$ cat config.mk
export PLATFORM = sky130hd
export DESIGN_NAME = bus_break_matcher
export DESIGN_NICKNAME = d
export VERILOG_FILES = /design/src/rtl/brk_pkg.sv /design/src/rtl/brk_regfile.sv /design/src/rtl/brk_addr_cmp.sv /design/src/rtl/brk_qualify.sv /design/src/rtl/bus_break_matcher.sv
export SDC_FILE = /design/constraint.sdc
export NUM_CORES = 1
export LEC_CHECK = 0
export BUFFER_PORTS_ARGS = -buffer_cell sky130_fd_sc_hd__buf_2
export CELL_PAD_IN_SITES_DETAIL_PLACEMENT = 2
export CELL_PAD_IN_SITES_GLOBAL_PLACEMENT = 2
export CORE_MARGIN = 8
export CORE_UTILIZATION = 30
export CTS_CLUSTER_SIZE = 30
export DETAILED_ROUTE_END_ITERATION = 16
export GPL_ROUTABILITY_DRIVEN = 0
export GPL_TIMING_DRIVEN = 1
export PLACE_DENSITY_LB_ADDON = 0.1
export SYNTH_ARGS = -nofsm -noshare
export SYNTH_HDL_FRONTEND = slang
export SYNTH_SLANG_ARGS = --single-unit
$ cat constraint.sdc
create_clock -name clk -period 1.5 [get_ports clk]
set_input_delay 0.15 -clock clk [delete_from_list [all_inputs] [get_ports clk]]
set_output_delay 0.15 -clock clk [all_outputs]
set_load 0.05 [all_outputs]
$ cat src/rtl/brk_pkg.sv
package brk_pkg;
  localparam int FIELD_W = 2;
  localparam int COND_LIVE_W = 4 * FIELD_W;

  typedef enum logic [1:0] {
    SEL_ADDR = 2'd0,
    SEL_MASK = 2'd1,
    SEL_COND = 2'd2,
    SEL_STAT = 2'd3
  } brk_sel_e;

  typedef struct packed {
    logic [FIELD_W-1:0] master;
    logic [FIELD_W-1:0] kind;
    logic [FIELD_W-1:0] dir;
    logic [FIELD_W-1:0] size;
  } brk_cond_t;
endpackage

$ cat src/rtl/brk_regfile.sv
module brk_regfile
  import brk_pkg::*;
#(
  parameter int AW = 32
) (
  input  logic          clk,
  input  logic          rst_n,
  input  logic          reg_we,
  input  logic [1:0]    reg_sel,
  input  logic [AW-1:0] reg_wdata,
  output logic [AW-1:0] reg_rdata,
  input  logic          match_evt,
  output logic [AW-1:0] brk_addr,
  output logic [AW-1:0] brk_mask,
  output brk_cond_t     cond,
  output logic          sticky
);
  localparam int PAD_W = AW - COND_LIVE_W;

  logic clr_req;
  assign clr_req = reg_we && (reg_sel == SEL_STAT) && !reg_wdata[0];

  always_ff @(posedge clk or negedge rst_n) begin
    if (!rst_n) begin
      brk_addr <= '0;
      brk_mask <= '0;
      cond     <= '0;
    end else if (reg_we) begin
      case (reg_sel)
        SEL_ADDR: brk_addr <= reg_wdata;
        SEL_MASK: brk_mask <= reg_wdata;
        SEL_COND: cond     <= brk_cond_t'(reg_wdata[COND_LIVE_W-1:0]);
        default:  ;
      endcase
    end
  end

  // Set has priority over a clear arriving at the same edge.
  always_ff @(posedge clk or negedge rst_n) begin
    if (!rst_n)         sticky <= 1'b0;
    else if (match_evt) sticky <= 1'b1;
    else if (clr_req)   sticky <= 1'b0;
  end

  always_comb begin
    case (reg_sel)
      SEL_ADDR: reg_rdata = brk_addr;
      SEL_MASK: reg_rdata = brk_mask;
      SEL_COND: reg_rdata = {{PAD_W{1'b0}}, cond};
      default:  reg_rdata = {{(AW-1){1'b0}}, sticky};
    endcase
  end

  p_cond_rsvd_zero_r2: assert property (@(posedge clk) disable iff (!rst_n)
    (reg_sel == SEL_COND) |-> (reg_rdata[AW-1:COND_LIVE_W] == '0));

  p_clear_wins_alone_r11: assert property (@(posedge clk) disable iff (!rst_n)
    (clr_req && !match_evt) |=> !sticky);

  p_match_sets_r10: assert property (@(posedge clk) disable iff (!rst_n)
    match_evt |=> sticky);
endmodule

$ cat src/rtl/brk_addr_cmp.sv
module brk_addr_cmp #(
  parameter int AW = 32
) (
  input  logic          clk,
  input  logic          rst_n,
  input  logic [AW-1:0] bus_addr,
  input  logic [AW-1:0] brk_addr,
  input  logic [AW-1:0] brk_mask,
  output logic          addr_hit
);
  logic [AW-1:0] bit_ok;

  for (genvar i = 0; i < AW; i++) begin : g_bit
    assign bit_ok[i] = brk_mask[i] | ~(bus_addr[i] ^ brk_addr[i]);
  end

  assign addr_hit = &bit_ok;

  p_full_mask_hits_r5: assert property (@(posedge clk) disable iff (!rst_n)
    (&brk_mask) |-> addr_hit);

  p_exact_hits_r5: assert property (@(posedge clk) disable iff (!rst_n)
    (bus_addr == brk_addr) |-> addr_hit);
endmodule

$ cat src/rtl/brk_qualify.sv
module brk_qualify
  import brk_pkg::*;
(
  input  logic      clk,
  input  logic      rst_n,
  input  brk_cond_t cond,
  input  logic      bus_is_dma,
  input  logic      bus_is_fetch,
  input  logic      bus_is_write,
  input  logic [1:0] bus_size,
  output logic      qual_ok
);
  logic master_ok, kind_ok, dir_ok, size_ok;

  always_comb begin
    unique case (cond.master)
      2'b00:   master_ok = 1'b0;
      2'b01:   master_ok = !bus_is_dma;
      default: master_ok = bus_is_dma;
    endcase

    unique case (cond.kind)
      2'b00:   kind_ok = 1'b1;
      2'b01:   kind_ok = bus_is_fetch;
      default: kind_ok = !bus_is_fetch;
    endcase

    unique case (cond.dir)
      2'b00:   dir_ok = 1'b1;
      2'b01:   dir_ok = !bus_is_write;
      default: dir_ok = bus_is_write;
    endcase

    if (cond.size == 2'b00) size_ok = 1'b1;
    else                    size_ok = (bus_size == (cond.size - 2'd1));
  end

  assign qual_ok = master_ok & kind_ok & dir_ok & size_ok;

  p_dma_only_r4: assert property (@(posedge clk) disable iff (!rst_n)
    (qual_ok && cond.master[1]) |-> bus_is_dma);

  p_cpu_only_r4: assert property (@(posedge clk) disable iff (!rst_n)
    (qual_ok && cond.master == 2'b01) |-> !bus_is_dma);

  p_off_no_qual_r3: assert property (@(posedge clk) disable iff (!rst_n)
    (cond.master == 2'b00) |-> !qual_ok);
endmodule

$ cat src/rtl/bus_break_matcher.sv
module bus_break_matcher
  import brk_pkg::*;
#(
  parameter int AW = 32
) (
  input  logic          clk,
  input  logic          rst_n,
  input  logic          reg_we,
  input  logic [1:0]    reg_sel,
  input  logic [AW-1:0] reg_wdata,
  output logic [AW-1:0] reg_rdata,
  input  logic          bus_valid,
  input  logic [AW-1:0] bus_addr,
  input  logic          bus_is_dma,
  input  logic          bus_is_fetch,
  input  logic          bus_is_write,
  input  logic [1:0]    bus_size,
  output logic          brk_pulse
);
  logic [AW-1:0] brk_addr, brk_mask;
  brk_cond_t     cond;
  logic          sticky, addr_hit, qual_ok, hit;

  brk_regfile #(.AW(AW)) u_regs (
    .clk(clk), .rst_n(rst_n),
    .reg_we(reg_we), .reg_sel(reg_sel), .reg_wdata(reg_wdata), .reg_rdata(reg_rdata),
    .match_evt(hit),
    .brk_addr(brk_addr), .brk_mask(brk_mask), .cond(cond), .sticky(sticky)
  );

  brk_addr_cmp #(.AW(AW)) u_addr (
    .clk(clk), .rst_n(rst_n),
    .bus_addr(bus_addr), .brk_addr(brk_addr), .brk_mask(brk_mask),
    .addr_hit(addr_hit)
  );

  brk_qualify u_qual (
    .clk(clk), .rst_n(rst_n), .cond(cond),
    .bus_is_dma(bus_is_dma), .bus_is_fetch(bus_is_fetch),
    .bus_is_write(bus_is_write), .bus_size(bus_size),
    .qual_ok(qual_ok)
  );

  assign hit = bus_valid & addr_hit & qual_ok;

  always_ff @(posedge clk or negedge rst_n) begin
    if (!rst_n) brk_pulse <= 1'b0;
    else        brk_pulse <= hit;
  end

  p_pulse_needs_valid_r9: assert property (@(posedge clk) disable iff (!rst_n)
    brk_pulse |-> $past(bus_valid));

  p_off_silent_r3: assert property (@(posedge clk) disable iff (!rst_n)
    brk_pulse |-> ($past(cond.master) != 2'b00));

  p_pulse_sticky_r10: assert property (@(posedge clk) disable iff (!rst_n)
    brk_pulse |-> sticky);
endmodule

==> results of run 1 <==
## critical path: stages, from the launching register on
cell	delay (ps)
dfrtp_1	390
buf_6	120
mux4_2	490
buf_8	170
## how the worst max path moves through the flow
stage                          endpoint  slack (ps)  cells past startpoint                start
after floorplan            reg_rdata[1]         -50                      4           reg_sel[0]
after global placement    u_regs.sticky         -80                      6  u_regs.brk_addr[28]
after detailed placement  u_regs.sticky        -180                      7       u_regs.cond[1]
after CTS                  reg_rdata[0]        -180                      3       u_regs.cond[0]
after global routing       reg_rdata[0]        -220                      3       u_regs.cond[0]
final                      reg_rdata[0]        -160                      3       u_regs.cond[0]
## power groups by stage
stage / registers, mW / logic (mW) / clock network (mW)
3_3_place_gp: 2.70 / 1.90 / 0
4_1_cts: 2.70 / 1.98 / 2.39
2_1_floorplan: 2.63 / 1.38 / 0
5_1_grt: 2.75 / 2.13 / 2.45
3_5_place_dp: 2.73 / 1.94 / 0
6_report: 2.69 / 1.97 / 2.30
## per-stage QoR
stage,power (mW),utilization (%),std cells,setup TNS (ps),hold WS [ps]
after global placement,4.61,37.4,592,-97.2,72.2
after CTS,7.07,40.2,610,-245,26.7
after floorplan,4.01,-,309,-45.7,-146
final,6.95,40.4,610,-185,44.6
after detailed placement,4.67,37.4,592,-260,70.7
after global routing,7.33,40.4,610,-512,42.2
## Yosys cell counts, types with 4 or more instances
library cell and count:
dfrtp_1 74, mux2_2 68, xnor2_1 32, mux2i_1 31, nor2_1 27, o22ai_1 15
nand2_1 10, o21ai_0 8, buf_2 6, nor4_1 5, mux2_1 4
## cell families (layout without fill, tap and decap cells)
kind of cell | Yosys count | count (layout) | share of synthesized area (%)
muxes | 104 | 104 | 29.8
DFF | 74 | 74 | 48.3
and+or+nand+nor | 52 | 52 | 6.82
xor gates and xnor gates | 34 | 34 | 7.77
AOI/OAI and AO/OA | 26 | 26 | 4.08
buffers and inverters | 18 | 147 | 2.84
adders and majority gates | 1 | 1 | 0.326
## cell type report
cell class | count | share of cell area [%]
clock buffers | 15 | 5.67
clock inverters | 1 | 0.592
inverters | 3 | 0.222
multi-input cells | 217 | 37.8
flip-flops and latches | 74 | 36.5
well taps | 172 | 4.24
repair buffers | 128 | 15.0
## timing repair
item,4_1_cts,5_1_grt
setup endpoints to repair,3,3
pin swaps,2,1
hold buffers,1,0
gates resized for setup,6,4
hold endpoints to repair,18,0
setup buffers,1,0
## metal layers
layer  vias to the layer above  share of wire (%)  GRT usage [%]  wire length, µm
met1                      1455                 44           18.0             5260
li1                       1340                  -              -                -
met2                        63                 50           25.4             5880
met4                         0                1.3           4.98              158
met5                         -                  0              0                0
met3                        12                4.6           4.11              551
## flip-flops by register name, summed over array words and instances (netlist names)
signal / count
u_regs.brk_addr: 32
u_regs.brk_mask: 32
u_regs.cond: 8
brk_pulse: 1
u_regs.sticky: 1
==> flow_metrics.tcl, run 1 <==
set metrics [dict create \
    status "finished with violations" \
    violations "setup timing" \
    hold_class "primary input to register" \
    worstPathArrival_ps 1510 \
    via_count 2870 \
    synth_top_area_share_pct 48.3 \
    power.leakage_nw 2.33 \
    ant_nets 0 \
    fin_ws_ps -159 \
    required_ps 1350 \
    synth_cell_types 29 \
    start_util_pct 30.5 \
    relSlewSlack_pct 78.8 \
    boundaryPins 108 \
    whs_endpoint "u_regs.brk_addr[9]" \
    netlist_area_um2 3830 \
    syn-num-nets 385 \
    hold_viol_final 0 \
    cts_buffers 9 \
    startpoint_type "register" \
    syn_area_per_cell_um2 12.4 \
    core-area_um2 12600 \
    die_area_um2 16600 \
    synth_edf_count 0 \
    seqCellArea_um2 1850 \
    fillers 1348 \
    p_sw_share_pct 32.1 \
    clkSinkCount 74 \
    power_density_nw_per_um2 1370 \
    dr.pass1.iters 4 \
    multi_input_area_um2 1920 \
    grt_use_total_pct 15.0 \
    clockRootBuffer "clkbuf_16" \
    syn_to_final_growth_pct 32.4 \
    clk_pin_slew_worst_paths_ps 60 \
    hpwl_mm 8.97 \
    criticalPathCategory "register to output port" \
    grt_remaining_overflow 0 \
    drt_drc_violations_left 0 \
    wl_mm 11.9 \
    antenna_found_initial 0 \
    worst_clock_skew_ps 2.58 \
    drive_above_1_share_pct 50.5 \
    r2r_slack_ps -30 \
    wl_per_cell_um 19.4 \
    ir_drop_v 0.000727 \
    crit_fanout 2 \
    viasPerCell 4.70 \
    setup_viol 2 \
    first_global_vias 3367 \
    synth_ff_type "dfrtp_1" \
    portBuffers 107 \
    mostFrequentLayoutCell "buf_2" \
    hold_depth 2 \
    ys_async_sr_fraction_pct 100 \
    maxCapViolCount 0 \
    tightest_slew_ps 316 \
    worstReg2RegStart "u_regs.cond[0]" \
    synth_cells 309 \
    grt_pass1_wl_mm 18.9 \
    end_kind "output port" \
    dpl_worst_slack_ps -184 \
    comb_power_share_pct 28.3 \
    final_nets 509 \
    power_frac_seq_pct 38.7 \
    die_w_um 129 \
    antenna_cells 0 \
    yosys.area.top_type "dfrtp_1" \
    hold_start "reg_wdata[9]" \
    synth_area_leaders "dfrtp_1 (48%), mux2_2 (20%), mux2i_1 (8.1%)" \
    rows 41 \
    drtIter0Drc 60 \
    reg2reg_depth 7 \
    grt_max_degree 33 \
    power_frac_clock_pct 33.0 \
    intPower_mw 4.72 \
    dpl_cell_area_um2 4700 \
    clk_path_buf_depth 2 \
    finalCritPeriodShare_pct 111 \
    slew_violations 0 \
    rsz0062_at_grt "true" \
    period_minus_slack_ps 1660 \
    cts_tree "yes" \
    final_cell_mix "buf_2 (105), dfrtp_1 (74), mux2_2 (68), xnor2_1 (32), mux2i_1 (31)" \
    achievable-frequency_mhz 603 \
    final_area_um2 5070 \
    switchingPower_mw 2.24 \
    die_h_um 129 \
    clock_latency_ps 340 \
    ys_ff_latch 74 \
    ys_warn_count 0 \
    seq_area_frac_synth_pct 48.3 \
    r2r_end "u_regs.sticky" \
    htree_levels 3 \
]
No activity file was read; power rests on OpenSTA's default activity.
==> inputs of run 2 (changes only) <==
--- a/config.mk
+++ b/config.mk
@@ -5,11 +5,12 @@
 export SDC_FILE = /design/constraint.sdc
 export NUM_CORES = 1
 export LEC_CHECK = 0
+export ABC_AREA = 1
 export BUFFER_PORTS_ARGS = -buffer_cell sky130_fd_sc_hd__buf_2
 export CELL_PAD_IN_SITES_DETAIL_PLACEMENT = 2
 export CELL_PAD_IN_SITES_GLOBAL_PLACEMENT = 2
 export CORE_MARGIN = 8
-export CORE_UTILIZATION = 30
+export CORE_UTILIZATION = 27
 export CTS_CLUSTER_SIZE = 30
 export DETAILED_ROUTE_END_ITERATION = 16
 export GPL_ROUTABILITY_DRIVEN = 0
==> flow_metrics.tcl, run 2 <==
set metrics [dict create \
    reg2reg_depth 9 \
    critPathBufInv 2 \
    syn_to_final_growth_pct 29.7 \
    ant_nets 0 \
    viasPerCell 4.54 \
    wl_per_cell_um 17.3 \
    synth_cell_types 25 \
    tightest_slew_ps 467 \
    mostFrequentLayoutCell "nand2_1" \
    max_stage_delay_ps 380 \
    synth_cells 585 \
    clk_pin_slew_worst_paths_ps 60 \
    grt_max_degree 35 \
    clk_path_buf_depth 2 \
    drt_drc_violations_left 0 \
    wl_mm 16.1 \
    drtIter0Drc 92 \
    clkSinkCount 74 \
    fin_ws_ps 52.0 \
    ys_async_sr_fraction_pct 100 \
    antenna_found_initial 0 \
    synth_top_area_share_pct 42.8 \
    finalCritPeriodShare_pct 96.5 \
    relSlewSlack_pct 68.8 \
    worst_clock_skew_ps 5.28 \
    maxCapViolCount 0 \
    dr.pass1.iters 4 \
    boundaryPins 108 \
    grt_remaining_overflow 0 \
    rows 46 \
    first_global_vias 4879 \
    power_density_nw_per_um2 1270 \
    syn-num-nets 661 \
    die_w_um 143 \
    ir_drop_v 0.000543 \
    hold_depth 3 \
    setup_viol 0 \
    synth_edf_count 0 \
    synth_ff_type "dfrtp_1" \
    path_delay_family "flip-flops" \
    hold_viol_final 0 \
    cp.depth 3 \
    placed_cells 908 \
    htree_levels 3 \
    cts_tree "yes" \
    achievable-frequency_mhz 691 \
    die_h_um 143 \
    seq_area_frac_synth_pct 42.8 \
    yosysMostFrequentCell "nand2_1" \
    power.leakage_nw 3.09 \
    cts_buffers 9 \
    slew_violations 0 \
    required_ps 1350 \
    start_util_pct 27.4 \
    grt_use_total_pct 16.6 \
    syn_area_per_cell_um2 7.39 \
    synth_area_leaders "dfrtp_1 (43%), nand2_1 (15%), inv_1 (11%)" \
    core-area_um2 15800 \
    hpwl_mm 12.6 \
    hold_class "primary input to register" \
    grt_pass1_wl_mm 25.7 \
    clock_latency_ps 350 \
    crit_fanout 3 \
    netlist_area_um2 4320 \
    path_cells "inv_1, o22ai_1, buf_2" \
    largestRegisters "u_regs.brk_addr (32), u_regs.brk_mask (32), u_regs.cond (8)" \
    ys_ff_latch 74 \
    die_area_um2 20300 \
    fin_util_pct 35.5 \
    criticalPathCategory "register to output port" \
    crit_slowest_cell "dfrtp_1" \
    synthTopCellsByCount "nand2_1 (176), inv_1 (124), dfrtp_1 (74), o21ai_2 (40), o21ai_0 (36)" \
    final_nets 783 \
    end_kind "output port" \
    yosys.area.top_type "dfrtp_1" \
    drive_above_1_share_pct 27.7 \
    period_minus_slack_ps 1450 \
    status "complete, no violations" \
    portBuffers 107 \
    worstPathArrival_ps 1300 \
    ys_warn_count 0 \
    finalNonFillerCells 929 \
    dpl_worst_slack_ps 43.5 \
    clockRootBuffer "clkbuf_16" \
    rsz0062_at_grt "true" \
    via_count 4217 \
    final_cell_mix "nand2_1 (176), inv_1 (124), buf_2 (101), dfrtp_1 (74), o21ai_2 (40)" \
    startpoint_type "register" \
]
## run 2: cell types whose count changed after synthesis, sizes merged, moves of 7 or more
| cell | before | now |
|---|---|---|
| o21ai | 8 | 76 |
| mux2 | 72 | 0 |
| mux2i | 31 | 0 |
| xnor2 | 32 | 0 |
| nand3 | 1 | 31 |
| nand2 | 11 | 179 |
| inv | 3 | 128 |
| nor2 | 27 | 34 |
## run 2: through the flow
step	setup TNS, ps	cell area [µm²]	total power, mW	hold WS, ps
after floorplan	0	4320	3.86	-146
after global placement	0	5190	4.47	129
after detailed placement	0	5190	4.58	129
after CTS	0	5560	7.24	54.1
after global routing	-33.5	5600	7.57	77.2
final	0	5600	7.13	64.7
## run 2: repair_timing
action	in CTS	in global routing
setup buffers	0	3
hold buffers	1	0
endpoints found under the setup margin	1	7
cloned	0	0
resized for setup	1	8
hold endpoints to repair	27	0
## run 2: logic make-up (layout without fill, tap and decap cells)
logic type                 count (synthesis)  after routing  synth area share [%]
buffers and inverters                    145            272                  14.3
DFF                                       74             74                  42.8
AOI/OAI and AO/OA                        110            110                  17.8
other                                      0              1                     0
xor gates and xnor gates                   2              2                 0.405
adders and majority gates                  1              1                 0.289
and+or+nand+nor                          253            253                  24.3
## run 2: path summary, 6_finish.rpt
path,startpoint,end,slack (ps)
hold / removal,reg_wdata[18],u_regs.brk_mask[18],60
setup / recovery,u_regs.brk_addr[13],reg_rdata[13],50
min in group asynchronous,rst_n,u_regs.brk_addr[9],300
setup reg to reg,u_regs.cond[1],u_regs.sticky,120
max in group asynchronous,rst_n,u_regs.brk_mask[27],620
hold reg to reg,u_regs.brk_mask[26],u_regs.brk_mask[26],480
## run 2: power breakdown
part | total [mW] | switching [mW] | internal [mW] | leakage (nW)
sequential | 2.53 | 0.226 | 2.31 | 0.927
combinational | 2.00 | 1.34 | 0.661 | 1.99
clock | 2.60 | 0.887 | 1.71 | 0.176
total | 7.13 | 2.45 | 4.68 | 3.09
## run 2: metal layers
layer	GRT usage (%)	share of wire (%)
met1	18.6	43
met2	30.5	52
met3	3.09	3.8
met4	6.10	1.7
met5	0	0
## run 2: layout make-up
type,count,area (µm²)
clock inverter,5,100
fill,1898,10200
clock buffer,11,253
tap,216,270
inverter,128,480
multi-input combinational,366,1860
sequential,74,1850
timing repair buffer,128,786
antenna,1,2.50
## run 2: worst reg2reg max path, stage by stage, from the launching register on
cell,delay [ps]
dfrtp_1,370
inv_1,50
ha_1,280
xor2_1,150
nand2_1,60
nand2_1,90
nand3_1,80
nor2_1,100
nand3_1,80
nand2_1,60
==> inputs of run 3 (changes only) <==
--- a/config.mk
+++ b/config.mk
@@ -10,12 +10,13 @@
 export CELL_PAD_IN_SITES_DETAIL_PLACEMENT = 2
 export CELL_PAD_IN_SITES_GLOBAL_PLACEMENT = 2
 export CORE_MARGIN = 8
-export CORE_UTILIZATION = 27
+export CORE_UTILIZATION = 30
 export CTS_CLUSTER_SIZE = 30
 export DETAILED_ROUTE_END_ITERATION = 16
 export GPL_ROUTABILITY_DRIVEN = 0
 export GPL_TIMING_DRIVEN = 1
 export PLACE_DENSITY_LB_ADDON = 0.1
+export SETUP_SLACK_MARGIN = 0.05
 export SYNTH_ARGS = -nofsm -noshare
 export SYNTH_HDL_FRONTEND = slang
 export SYNTH_SLANG_ARGS = --single-unit
==> constraint.sdc (replaced) <==
create_clock -name clk -period 1.45 [get_ports clk]
set_input_delay 0.145 -clock clk [delete_from_list [all_inputs] [get_ports clk]]
set_output_delay 0.145 -clock clk [all_outputs]
set_load 0.05 [all_outputs]
==> flow_metrics.tcl, run 3 (synthesis results as in run 2) <==
set metrics [dict create \
    status "complete, no violations" \
    antenna_found_initial 0 \
    comb_power_share_pct 31.4 \
    fin_ws_ps 75.6 \
    cts_tree "yes" \
    drtIter0Drc 199 \
    dr.pass1.iters 4 \
    die_area_um2 18500 \
    hold_viol_final 0 \
    rows 44 \
    hold_class "primary input to register" \
    final_nets 786 \
    met2_usage_pct 31.8 \
    achievable-frequency_mhz 728 \
    viasPerCell 4.75 \
    tightest_slew_ps 488 \
    relSlewSlack_pct 67.5 \
    criticalPathCategory "register to output port" \
    use_met3_pct 3.25 \
    p_sw_share_pct 35.6 \
    die_w_um 136 \
    maxCapViolCount 0 \
    wl_mm 15.7 \
    clk_pin_slew_worst_paths_ps 60 \
    clk_path_buf_depth 2 \
    clock_latency_ps 340 \
    top_usage_layer "met2" \
    ant_nets 0 \
    clkSinkCount 74 \
    finalCritPeriodShare_pct 94.8 \
    power_frac_seq_pct 36.3 \
    drive_above_1_share_pct 30.4 \
    boundaryPins 108 \
    core-area_um2 14300 \
    htree_levels 3 \
    crit_fanout 3 \
    hpwl_mm 11.9 \
    cts_buffers 9 \
    largestRegisters "u_regs.brk_addr (32), u_regs.brk_mask (32), u_regs.cond (8)" \
    intPower_mw 4.65 \
    mostFrequentLayoutCell "nand2_1" \
    ir_drop_v 0.000401 \
    syn_to_final_growth_pct 33.4 \
    switchingPower_mw 2.57 \
    final_cell_mix "nand2_1 (174), inv_1 (124), buf_2 (75), dfrtp_1 (74), o21ai_2 (40)" \
    grt_use_met1_pct 20.2 \
    grt_max_degree 58 \
    die_h_um 136 \
    setup_viol 0 \
    grt_pass1_wl_mm 25.3 \
    required_ps 1310 \
    first_global_vias 4936 \
    dpl_worst_slack_ps 8.36 \
    power.leakage_nw 3.13 \
    fin_util_pct 40.3 \
    power_density_nw_per_um2 1250 \
    finalNonFillerCells 898 \
    design_power_total_mw 7.23 \
    placed_cells 875 \
    startpoint_type "register" \
    worstPathArrival_ps 1230 \
    period_minus_slack_ps 1370 \
    grt_remaining_overflow 0 \
    slew_violations 0 \
    worst_clock_skew_ps 6.30 \
    end_kind "output port" \
    antenna_cells 0 \
    via_count 4267 \
    rsz0062_at_grt "true" \
    drt_drc_violations_left 0 \
    start_util_pct 30.2 \
    clockRootBuffer "clkbuf_16" \
    grt_use_total_pct 17.7 \
    power_frac_clock_pct 32.4 \
    fillers 1716 \
    wl_per_cell_um 17.4 \
    portBuffers 107 \
]
-- run 3: cell type report --
type                       instances  area [µm²]  share of cell area [%]
timing repair buffer             131         903                    15.7
tap                              184         230                    3.99
clock inverter                     2        35.0                   0.608
sequential                        74        1850                    32.1
multi-input combinational        366        1990                    34.5
clock buffer                      13         270                    4.69
inverter                         128         483                    8.38
-- run 3: through the flow --
| stage | hold WS [ps] | TNS (ps) | cell area [µm²] |
|---|---|---|---|
| after global placement | 40.7 | 0 | 5150 |
| after floorplan | -151 | -617 | 4320 |
| final | 57.7 | 0 | 5760 |
| after global routing | 75.5 | -34.3 | 5760 |
| after CTS | 47.1 | 0 | 5550 |
| after detailed placement | 45.0 | 0 | 5150 |
-- run 3: worst max-delay path: stages (launching register included) --
cell and delay (ps):
dfrtp_1 380, inv_1 100, o2111ai_4 220, buf_6 190
-- run 3: timing repair --
item / CTS / global route
pin swaps: 1 / 6
endpoints found under the setup margin: 18 / 33
endpoints found under the hold margin: 17 / 0
hold buffers: 1 / 0
resized for setup: 23 / 51
setup buffers: 3 / 4
-- run 3: worst paths after layout --
path | start | endpoint | slack [ps] | cells past startpoint
min in group asynchronous | rst_n | u_regs.brk_mask[9] | 220 | 2
worst max register to register | u_regs.cond[1] | u_regs.sticky | 90 | 9
max in group asynchronous | rst_n | u_regs.brk_mask[24] | 630 | 3
worst min-delay path | reg_wdata[11] | u_regs.brk_mask[11] | 60 | 3
worst min register to register | u_regs.brk_mask[11] | u_regs.brk_mask[11] | 480 | 2
worst max-delay path | u_regs.brk_addr[0] | reg_rdata[0] | 80 | 3
-- run 3: routing by layer --
metal  vias up  part of all wire [%]
li1       2073                     -
met1      2101                    42
met2        77                    52
met3        16                   4.0
met4         0                   2.0
met5         -                     0
-- run 3: power groups by stage --
stage	Clock (mW)	Combinational, mW	Sequential (mW)
after CTS	2.41	2.16	2.62
after floorplan	0	1.39	2.59
final	2.34	2.27	2.62
after detailed placement	0	2.06	2.66
after global routing	2.48	2.53	2.66
after global placement	0	1.98	2.63
